===== src/rtl/ser_tx_dbuf.sv =====
module ser_tx_dbuf #(
  parameter int DIV_W = 13,
  parameter int OVS   = 32
) (
  input  logic             clk,
  input  logic             rst_n,
  input  logic             tx_en,
  input  logic             wr_en,
  input  logic [8:0]       wr_data,
  input  logic             nine_bits,
  input  logic             par_en,
  input  logic             par_odd,
  input  logic             od_mode,
  input  logic [DIV_W-1:0] divisor,
  output logic             empty,
  output logic             ser_o,
  output logic             ser_oe
);
  localparam int CNT_W = DIV_W + $clog2(OVS);

  logic [8:0]       hold;
  logic             full;
  logic             active;
  logic [CNT_W-1:0] cnt;
  logic [3:0]       bits_left;
  logic [10:0]      shreg;
  logic [8:0]       field;

  wire [DIV_W-1:0] div_eff   = (divisor == '0) ? DIV_W'(1) : divisor;
  wire [CNT_W-1:0] last_tick = CNT_W'(div_eff) * CNT_W'(OVS) - CNT_W'(1);

  always_comb begin
    field = hold;
    if (par_en) begin
      if (nine_bits) field[8] = (^hold[7:0]) ^ par_odd;
      else           field[7] = (^hold[6:0]) ^ par_odd;
    end
    if (!nine_bits) field[8] = 1'b1;
  end

  always_ff @(posedge clk or negedge rst_n) begin
    if (!rst_n) begin
      hold      <= '0;
      full      <= 1'b0;
      active    <= 1'b0;
      cnt       <= '0;
      bits_left <= '0;
      shreg     <= '1;
    end else begin
      if (active) begin
        if (cnt >= last_tick) begin
          cnt   <= '0;
          shreg <= {1'b1, shreg[10:1]};
          if (bits_left == 4'd0) active <= 1'b0;
          else bits_left <= bits_left - 4'd1;
        end else begin
          cnt <= cnt + CNT_W'(1);
        end
      end else if (full && tx_en) begin
        shreg     <= {1'b1, field, 1'b0};
        active    <= 1'b1;
        cnt       <= '0;
        bits_left <= nine_bits ? 4'd10 : 4'd9;
        full      <= 1'b0;
      end
      if (wr_en) begin
        hold <= wr_data;
        full <= 1'b1;
      end
    end
  end

  assign empty  = ~full;
  assign ser_o  = active ? shreg[0] : 1'b1;
  assign ser_oe = (tx_en | active) & (~od_mode | ~ser_o);
endmodule



===== config.mk =====
export PLATFORM = sky130hd
export DESIGN_NAME = ser_tx_dbuf
export DESIGN_NICKNAME = d
export VERILOG_FILES = /design/src/rtl/ser_tx_dbuf.sv
export SDC_FILE = /design/constraint.sdc
export NUM_CORES = 1
export LEC_CHECK = 0
export BUFFER_PORTS_ARGS = -buffer_cell sky130_fd_sc_hd__buf_2
export CAP_MARGIN = 10
export CORE_AREA = 2 2 72 108
export DETAILED_ROUTE_END_ITERATION = 8
export DIE_AREA = 0 0 74 110
export HOLD_SLACK_MARGIN = 0.06
export PLACE_DENSITY = 0.6
export SLEW_MARGIN = 10
export SYNTH_ARGS = -nofsm -noshare
export SYNTH_HDL_FRONTEND = slang
export SYNTH_SLANG_ARGS = --single-unit

===== constraint.sdc =====
create_clock -name clk -period 2.8 [get_ports clk]
set_clock_uncertainty 0.05 [all_clocks]
set_input_delay 0.28 -clock clk [delete_from_list [all_inputs] [get_ports clk]]
set_output_delay 0.28 -clock clk [all_outputs]
set_load 0.02 [all_outputs]

Word level (Yosys, flattened, before mapping). Cells that the tools add are included.

Bits of input ports: 30. Bits in registers: 44. Logic and storage cells: 55. Output and inout port bits: 3.

Reduce and logical (&&, ||, !) cells: 10. Muxes and demuxes: 24. Add/subtract/negate cells: 3. Eq/ne operators: 3. Bitwise logic cells: 8. Magnitude comparators: 1.

Operator list (count): two-way mux 18 bit (3); two-way mux 11 bit (3); adder 18 x 1 -> 18 bit, second input constant (1); greater-or-equal comparator 18 bit (1); subtractor 18 x 1 -> 18 bit, second input constant (1); two-way mux 4 bit (4); logical NOT 13 bit (1); two-way mux 13 bit (1); two-way mux 1 bit (11); XOR reduction 8 bit (1); XOR reduction 7 bit (1); logical NOT 4 bit (1); two-way mux 2 bit (2); inequality test 2 bit, second input constant (2); AND reduction 2 bit (2); nonzero test 2 bit (2); subtractor 4 x 1 -> 4 bit, second input constant (1); NOT 1 bit (3); AND reduction 3 bit (1); inequality test 2 x 1 -> 1 bit, second input constant (1); OR 1 bit (2); bitwise XOR 1 bit (2); AND 1 bit (1); logical AND 1 bit (1).

Depth between registers and ports, before layout. Gate-level depths: netlist of run 1.

Depth in word-level cells: 7. Depth in mapped cells: 20. Mapped depth without buffers: 18.

Worst setup path after synthesis of run 1. Ideal clock, no wire load.

Path kind: input to register. Start point: in divisor[0]. End point: reg bits_left[1]. Data arrival time: 3340 ps. Library setup time: 131 ps. Data required time: 2619 ps. Slack: -721 ps. Stages on the path: 19. Path buffers: 2. Path through: or3_1 > or2_2 > nand3b_4 > inv_1 > a21oi_1 > ha_1 > nor3b_1 > nand2_1 > nor2_1 > nand2_1 > xor2_1 > ha_1 > a41o_1 > a21oi_1 > nand4_4 > buf_6 > buf_2 > o2111ai_1 > o21ai_0.

Word-level cells in the longest chain between the ends: 6.

RTL lines: start: declaration (RTL line 14) `input logic [DIV_W-1:0] divisor,`; logical NOT 13 bit (RTL line 29) `wire [DIV_W-1:0] div_eff = (divisor == '0) ? DIV_W'(1) : divisor;`; two-way mux 13 bit * (RTL line 29); subtractor 18 x 1 -> 18 bit * (RTL line 30) `wire [CNT_W-1:0] last_tick = CNT_W'(div_eff) * CNT_W'(OVS) - CNT_W'(1);`; greater-or-equal comparator 18 bit * (RTL line 51) `if (cnt >= last_tick) begin`; inequality test 2 x 1 -> 1 bit (no line) *; AND reduction 3 bit (no line) *; end signal: assignment (RTL line 55) `else bits_left <= bits_left - 4'd1;`; end signal: assignment (RTL line 63) `bits_left <= nine_bits ? 4'd10 : 4'd9;`; end: declaration (RTL line 25) `logic [3:0] bits_left;`.

Mark *: on every way between the ends. The rest lies on a longest branch, timed or not. A chain may end at the register's enable or synchronous reset.

Worst setup path after layout of run 1.
Start point: in divisor[0]. End point: reg bits_left[3].

The elaborated chain is that of the path after synthesis.

==> results of run 1 <==
==> through the flow <==
stage | TNS, ps | hold slack (ps) | power, mW | cell area, um^2 | instances
6_report | -9458 | 71.15 | 1.776 | 3645 | 464
4_1_cts | -10520 | 121.0 | 1.787 | 3573 | 459
5_1_grt | -13870 | 143.1 | 1.891 | 3645 | 464
3_5_place_dp | -22630 | 442.7 | 1.357 | 3383 | 447
2_1_floorplan | -12370 | -65.59 | 1.202 | 2930 | 293
3_3_place_gp | -19660 | 441.7 | 1.338 | 3383 | 447
==> layer usage <==
layer  vias up  wire (um)
li1       1210          -
met1      1209       2753
met2        55       3472
met3        12        227
met4         0        112
met5         -          0
==> final timing paths <==
| check | cells after the start | to | start | slack, ps |
|---|---|---|---|---|
| setup / recovery | 19 | bits_left[3] | divisor[0] | -380 |
| hold / removal | 1 | hold[8] | rst_n | 70 |
| setup reg to reg | 8 | bits_left[3] | cnt[6] | 480 |
| hold reg to reg | 2 | shreg[8] | shreg[8] | 460 |
| max in group asynchronous | 1 | hold[0] | rst_n | 2020 |
| min in group clk | 2 | hold[3] | wr_data[3] | 150 |
==> sequential cells by signal (all words and copies together) (netlist names) <==
| name | flops |
|---|---|
| active | 1 |
| shreg | 10 |
| full | 1 |
| cnt | 18 |
| bits_left | 4 |
| hold | 9 |
==> report_power, final <==
| group | switching (mW) | total [mW] | internal, mW |
|---|---|---|---|
| registers | 0.122 | 0.892 | 0.770 |
| logic | 0.221 | 0.465 | 0.244 |
| clock network | 0.240 | 0.419 | 0.179 |
| total | 0.583 | 1.78 | 1.19 |
==> layout by cell type, fill, tap and decap left out, types with 5 or more instances in the layout <==
master,n
ha_1,15
o21ai_1,8
xnor2_1,13
clkbuf_8,5
dfrtp_1,33
nor2_1,13
dfstp_2,10
buf_2,30
a21oi_2,10
mux2_2,9
nand3_1,8
a21oi_1,26
a21o_1,12
mux2i_1,9
inv_1,8
nand2_1,20
buf_4,36
nor3_1,6
==> Yosys cell counts (all sizes together), types with 10 or more instances <==
cell type / instances
a21oi: 38
dfrtp: 33
nand2: 23
ha: 16
nor2: 14
a21o: 13
o21ai: 13
xnor2: 13
dfstp: 10
==> cells by family after synthesis <==
kind of cell             count (synthesis)
adder cells (fa/ha/maj)                 16
XOR/XNOR                                16
multiplexers                            18
buffers and inverters                   18
flip-flops                              43
AND/OR/NAND/NOR                         96
AO/OA/AOI/OAI                           86
==> timing repair <==
action	4_1_cts	5_1_grt
setup buffers	3	6
endpoints found under the hold margin	0	0
cloned	1	0
gates resized for setup	9	12
pin swaps	17	15
setup endpoints to repair	33	33
==> cell type report <==
cell class / count / area, um^2
clock buffer: 5 / 68.82
clock inverter: 3 / 23.77
fill: 668 / 3535
inverter: 9 / 33.78
multi-input combinational: 232 / 1795
sequential: 43 / 1089
tap: 100 / 125.1
timing repair buffer: 72 / 509.2
==> reports/results.ini, run 1 <==
[die]
dieArea_mm2 = 0.008140
initial_utilization_pct = 38.81
core_mm2 = 0.007179
die_h_um = 110
die_w_um = 74
ios = 33
rows = 38

[yosys]
synth_seq_area_share_pct = 39.07
synth_area_mm2 = 0.002786
synth_cells = 293
synthAdderAreaFrac_pct = 7.185
synth-edff-count = 0
synth_ff_type = dfrtp_1
synth_top_family_by_area = simple AND/OR/NAND/NOR gates
yosysTopAreaCell = dfrtp_1
syn_avg_cell_area_um2 = 9.510
ys_seq_elements = 43
synthesis.nets = 339
synth_top_area_share_pct = 29.64
yosysWarnings = 0
synthArstFlopShare_pct = 100.0
yosysUniqueCellTypes = 51
synthSimpleGateAreaFrac_pct = 19.35
synthTopCellsByArea = dfrtp_1, dfstp_2, ha_1, a21oi_1, xnor2_1
synthMuxAreaShare_pct = 6.870
synth_compound_area_share_pct = 19.08
synth_xor_area_share_pct = 5.029

[grt]
grt_usage_pct = 17.26
use_met1_pct = 19.01
antenna_found_initial = 0
grt_max_degree = 44
overflow = 0
grt_pass1_wl_um = 11260
grt.busiest_layer = met2
met3_usage_pct = 2.273
grtUsageMet2_pct = 32.65
grt_pass1_vias = 2687

[critical_path]
crit_fanout = 7
startpoint_type = input pin
cp_num_buf_inv = 3
worst_ep_required_time_ps = 2910
crit_family = simple AND/OR/NAND/NOR gates
crit_chain = buf_6, or3_4, or2_4, nand3b_4, inv_2, a21oi_2, ha_2, nor3b_4, nand2_2, nor2_4, nand2_2, xor2_1, ha_1, a41o_1, a21oi_4, nand4_4, buf_12, a311oi_2, a31oi_1
max_stage_delay_ps = 380
critPathArrivalTime_ps = 3290
crit_slowest_cell = or3_4
endpoint_kind = flip-flop
crit_top_cell = nand2_2
setup.worst_path.class = input pin to flip-flop

[clocking]
holdBufCountCts = 0
root_buffer = clkbuf_8
path_clk_slew_ps = 90
htree_levels = 2
insertion_delay_ps = 300
cts_tree = built
numCtsBuffers = 5
clk_path_buf_depth = 2
clock-sinks = 43

[sta]
min_period_ps = 3175
rsz0062_at_grt = true
setup_slack_ps = -375.3
finalHoldViolations = 0
fmax_mhz = 314.9
slew_headroom_pct = 34.86
drv_slew = 0
setup_viol = 33
worst_pin_slew_ps = 977.0
fin_crit_sh_pct = 113.4

[placement]
post-place-ws_ps = -774.4
gp_congestion = 0.7411
portBuffers = 32
dp_hpwl_um = 4695

[drt]
drc = 0
vias = 2486
drtAntennaViolNets = 0
wl_per_cell_um = 14.15
drtIter0Drc = 71
firstDrtPassIters = 4
via_per_inst = 5.358
routed_wl_um = 6566

[outcome]
status = finished with violations
violations = negative setup slack

[run]
max_cap_viol_count = 0

[cells_and_area]
antenna_cells = 0
layout.nets = 409
synthToLayoutAreaGrowth_pct = 30.80
final_util_pct = 50.77
drive_gt1_share_pct = 41.21

[power_and_ir_drop]
ir_drop_v = 0.0005567
power.leakage_nw = 1.728
power_density_mw_per_mm2 = 487.3

[hold_path]
hp-class = input pin to async pin

Note: power is estimated with default switching activity, not from simulation.
==> run 2: changes to the inputs <==
Settings changed: CELL_PAD_IN_SITES_DETAIL_PLACEMENT set to 0, CELL_PAD_IN_SITES_GLOBAL_PLACEMENT set to 1, CORE_AREA 2 2 72 108 to 2 2 68 102, DIE_AREA 0 0 74 110 to 0 0 70 104, PLACE_DENSITY 0.6 to 0.8.
==> run 2 against run 1 <==
- the run still ends with negative setup slack left
- maximum frequency fell by 0.97%
- non-clock buffer count rose by 7
- critical path depth grew 1
- sequential share of layout area down 0.93 points
- register-to-register slack barely moved
- setup slack lost 31 ps
- first-iteration DRC count up 73%
- cell area increased by 3.2%
- critical path type unchanged
- largest power group unchanged
==> reports/results.ini, run 2 (same netlist as run 1, synthesis figures left out) <==
[outcome]
violations = negative setup slack
status = finished with violations

[clocking]
numCtsBuffers = 5
path_clk_slew_ps = 90
cts_tree = built
clk_path_buf_depth = 2
htree_levels = 2
insertion_delay_ps = 300
holdBufCountCts = 0
root_buffer = clkbuf_8
clock-sinks = 43

[power_and_ir_drop]
power_density_mw_per_mm2 = 498.4
seq_power_share_pct = 47.7
ir_drop_v = 0.0003709
p_sw_uw = 565.9
power.share.clock_pct = 27.0
internal_power_mw = 1.309
p_comb_share_pct = 25.3
power_mw = 1.875
p_sw_share_pct = 30.17
power.leakage_nw = 1.807

[cells_and_area]
multiInputGateArea_mm2 = 0.001859
synthToLayoutAreaGrowth_pct = 35.02
largest_reg_flops = 18
postLayoutCellArea_mm2 = 0.003762
regArea_mm2 = 0.001089
final_common_cell = buf_4
top_register = cnt
drive_gt1_share_pct = 44.47
fillers = 551
layout.nets = 416
instances_no_fill = 447
final_util_pct = 58.82
reg_top3 = cnt: 18 flops, shreg: 10 flops, hold: 9 flops
antenna_cells = 0
final_cell_mix = buf_4, dfrtp_1, buf_2

[run]
max_cap_viol_count = 0

[grt]
grt_pass1_vias = 2574
antenna_found_initial = 0
overflow = 0
grt_pass1_wl_um = 11160
grt_max_degree = 44
grt_usage_pct = 18.56

[sta]
drv_slew = 0
setup_slack_ps = -406.5
rsz0062_at_grt = true
fin_crit_sh_pct = 114.5
finalHoldViolations = 0
slew_headroom_pct = 34.57
finalSetupTns_ps = -10670
fmax_mhz = 311.9
worst_pin_slew_ps = 981.5
setup_viol = 33
holdWs_ps = 94.94
min_period_ps = 3207

[die]
die_h_um = 104
core_mm2 = 0.006396
rows = 36
initial_utilization_pct = 43.56
ios = 33
dieArea_mm2 = 0.007280
die_w_um = 70

[drt]
drc = 0
routed_wl_um = 6583
vias = 2495
wl_per_cell_um = 14.73
drtIter0Drc = 123
via_per_inst = 5.582
firstDrtPassIters = 4
drtAntennaViolNets = 0

[placement]
post-place-ws_ps = -765.5
gp_congestion = 0.7994
dp_hpwl_um = 4701
dpl.cell_count = 427
portBuffers = 32
place_area_mm2 = 0.003383

[critical_path]
crit_fanout = 11
setup.worst_path.class = input pin to flip-flop
cp_num_buf_inv = 4
crit_family = simple AND/OR/NAND/NOR gates
max_stage_delay_ps = 370
startpoint_type = input pin
crit_chain = buf_6, or3_4, or2_4, nand3b_4, inv_2, a21oi_2, ha_2, nor3b_4, nand2_1, nor2_2, buf_4, xnor2_2, ha_1, nand2_2, nor3_4, o21ai_4, nand4_4, buf_12, nor4_2, a211o_1
critPathArrivalTime_ps = 3340
endpoint_kind = flip-flop
worst_ep_required_time_ps = 2940
crit_slowest_cell = or3_4

[hold_path]
hp-class = input pin to async pin

-- run 2: worst reg2reg max path: stages (launching register included) --
cell	delay, ps
dfrtp_1	450
ha_1	330
a211oi_1	220
o31ai_1	120
buf_4	150
o21ai_4	190
nand4_4	190
buf_12	190
nor4_2	220
a211o_1	140
-- run 2: repair_timing --
action,CTS,global route
setup endpoints to repair,33,33
pin swaps,9,8
buffers inserted,8,4
resized for setup,19,16
-- run 2: power by group through the flow --
stage,Combinational (mW),Sequential (mW),Clock [mW]
floorplan,0.331,0.871,0
global placement,0.436,0.897,0
detailed placement,0.451,0.900,0
CTS,0.463,0.891,0.521
global route,0.541,0.914,0.542
finish,0.475,0.894,0.506
-- run 2: path summary, 6_finish.rpt --
kind / start / endpoint / slack (ps) / cells after the start
hold reg to reg: cnt[0] / cnt[0] / 460 / 1
setup reg to reg: cnt[6] / cnt[15] / 490 / 9
hold / removal: rst_n / cnt[0] / 90 / 1
min in group clk: wr_data[7] / hold[7] / 170 / 2
setup / recovery: divisor[2] / cnt[15] / -410 / 20
max in group asynchronous: rst_n / hold[7] / 2000 / 1
-- run 2: cell type report --
cell class	count	share of cell area (%)
Timing Repair Buffer	79	15.10
Inverter	9	0.8979
Tap cell	76	2.527
Clock inverter	2	0.9312
Clock buffer	6	2.195
Multi-Input combinational cell	232	49.42
Sequential cell	43	28.93
-- run 2: layer usage --
layer  vias to the layer above  share of wire [%]  track usage (%)
li1                       1232                  -                -
met1                      1202                 40            21.07
met2                        51                 55            34.08
met3                        10                2.6            2.229
met4                         0                1.8            8.242
met5                         -                  0                0
==> run 3: changes to the inputs <==
Settings changed: CORE_AREA 2 2 68 102 to 2 2 72 108, DIE_AREA 0 0 70 104 to 0 0 74 110, PLACE_DENSITY 0.8 to 0.73.
==> run 3 against run 2 <==
- the flow still finishes with violations (negative setup slack)
- hold slack lost 5.9 ps
- core utilization fell by 6.4 points
- setup slack worse by 27 ps
- sequential power about the same
- global-route usage fell by 0.45 points
- sequential cell count did not move
- critical path type unchanged
- critical endpoint is now cnt[10]
- largest cell class unchanged
==> reports/results.ini, run 3 (same netlist as run 1, synthesis figures left out) <==
[drt]
drtIter0Drc = 76
firstDrtPassIters = 5
via_per_inst = 5.354
drc = 0
vias = 2495
wl_met3_um = 210
dr.max_layer_used = met4
met2_length_um = 3740
routed_wl_um = 6757
drtAntennaViolNets = 0
wl_per_cell_um = 14.50
wl_met1_um = 2684

[critical_path]
crit_slowest_cell = or3_4
startpoint_type = input pin
worst_ep_required_time_ps = 2950
critPathArrivalTime_ps = 3380
max_stage_delay_ps = 380
crit_fanout = 9
crit_chain = buf_6, or3_4, or2_4, nand3b_4, inv_2, a21oi_2, ha_2, nor3b_4, nand2_2, nor2_4, nand2_2, xor2_2, ha_1, nand4_1, nor3_4, o21ai_4, nand4_4, buf_12, buf_8, o21ai_1, a21o_1
endpoint_kind = flip-flop
crit_top_cell = nand2_2
setup.worst_path.class = input pin to flip-flop

[cells_and_area]
regArea_mm2 = 0.001089
reg_top3 = cnt: 18 flops, shreg: 10 flops, hold: 9 flops
layout.nets = 411
final_util_pct = 52.42
top_register = cnt
drive_gt1_share_pct = 43.72
antenna_cells = 0
fillers = 671
final_common_cell = dfrtp_1
multiInputGateArea_mm2 = 0.001867
largest_reg_flops = 18
synthToLayoutAreaGrowth_pct = 35.07
final_cell_mix = dfrtp_1, buf_4, buf_2

[sta]
drv_slew = 0
slew_headroom_pct = 33.44
setup_viol = 33
min_period_ps = 3233
finalSetupTns_ps = -10860
fin_crit_sh_pct = 115.5
fmax_mhz = 309.3
worst_pin_slew_ps = 998.3
finalHoldViolations = 0
rsz0062_at_grt = true
setup_slack_ps = -433.1

[power_and_ir_drop]
power_density_mw_per_mm2 = 480.4
ir_drop_v = 0.0004587
power.leakage_nw = 1.780

[grt]
overflow = 0
grt_max_degree = 44
grt_pass1_wl_um = 11550
antenna_found_initial = 0
grt_usage_pct = 18.10
grt_pass1_vias = 2625

[die]
initial_utilization_pct = 38.81
ios = 33
die_h_um = 110
core_mm2 = 0.007179
dieArea_mm2 = 0.008140
die_w_um = 74
rows = 38

[placement]
dp_hpwl_um = 4815
gp_congestion = 0.7704
portBuffers = 32

[outcome]
violations = negative setup slack
status = finished with violations

[clocking]
numCtsBuffers = 5
root_buffer = clkbuf_8
htree_levels = 2
clock-sinks = 43
clk_path_buf_depth = 2
cts_tree = built
insertion_delay_ps = 300
path_clk_slew_ps = 90
holdBufCountCts = 0

[hold_path]
hp-class = input pin to async pin

[run]
max_cap_viol_count = 0

-- run 3: cell type report --
| type | count | share of cell area [%] |
|---|---|---|
| Clock buffer | 8 | 2.660 |
| Inverter | 9 | 0.8976 |
| Multi-Input combinational cell | 233 | 49.60 |
| Sequential cell | 43 | 28.92 |
| Tap cell | 100 | 3.324 |
| Timing Repair Buffer | 73 | 14.59 |
-- run 3: metal layers --
layer	GRT usage, %	up-vias
met5	0	-
met2	33.55	61
met4	7.403	0
li1	-	1213
met3	2.455	9
met1	20.32	1212
-- run 3: metrics by stage --
step / hold WS, ps / cell area [um^2] / std cells / setup WS (ps) / total power [mW]
6_report: 89.00 / 3764 / 466 / -433.1 / 1.808
5_1_grt: 162.3 / 3764 / 466 / -567.8 / 1.933
4_1_cts: 128.3 / 3651 / 462 / -410.8 / 1.818
3_5_place_dp: 447.0 / 3406 / 450 / -799.9 / 1.357
3_3_place_gp: 442.4 / 3406 / 450 / -705.5 / 1.337
2_1_floorplan: -65.59 / 2930 / 293 / -454.1 / 1.202
-- run 3: report_power, final --
part | internal, mW | switching [mW] | total, mW
clock network | 0.225 | 0.216 | 0.441
logic | 0.248 | 0.225 | 0.473
registers | 0.771 | 0.123 | 0.894
total | 1.24 | 0.564 | 1.81
-- run 3: critical path, delay by kind of cell --
kind	cells	cell delay (ps)
AO/OA/AOI/OAI	4	420
XOR/XNOR	1	60
AND/OR/NAND/NOR	10	1700
buffers and inverters	4	400
adder cells (fa/ha/maj)	2	500
-- run 3: final timing paths --
kind                       startpoint  endpoint  slack (ps)  cells after the start
min in group clk           wr_data[7]   hold[7]         170                      2
min                             rst_n   cnt[16]          90                      1
max reg2reg                    cnt[6]    cnt[8]         450                     10
max                        divisor[0]   cnt[10]        -430                     21
max in group asynchronous       rst_n    cnt[0]        1980                      1
min reg2reg                  shreg[6]  shreg[6]         460                      2
-- run 3: timing repair --
| item | in CTS | in global routing |
|---|---|---|
| setup buffers | 6 | 4 |
| pin swaps | 21 | 18 |
| setup endpoints to repair | 33 | 33 |
| resized for setup | 23 | 19 |
| gates cloned | 0 | 1 |
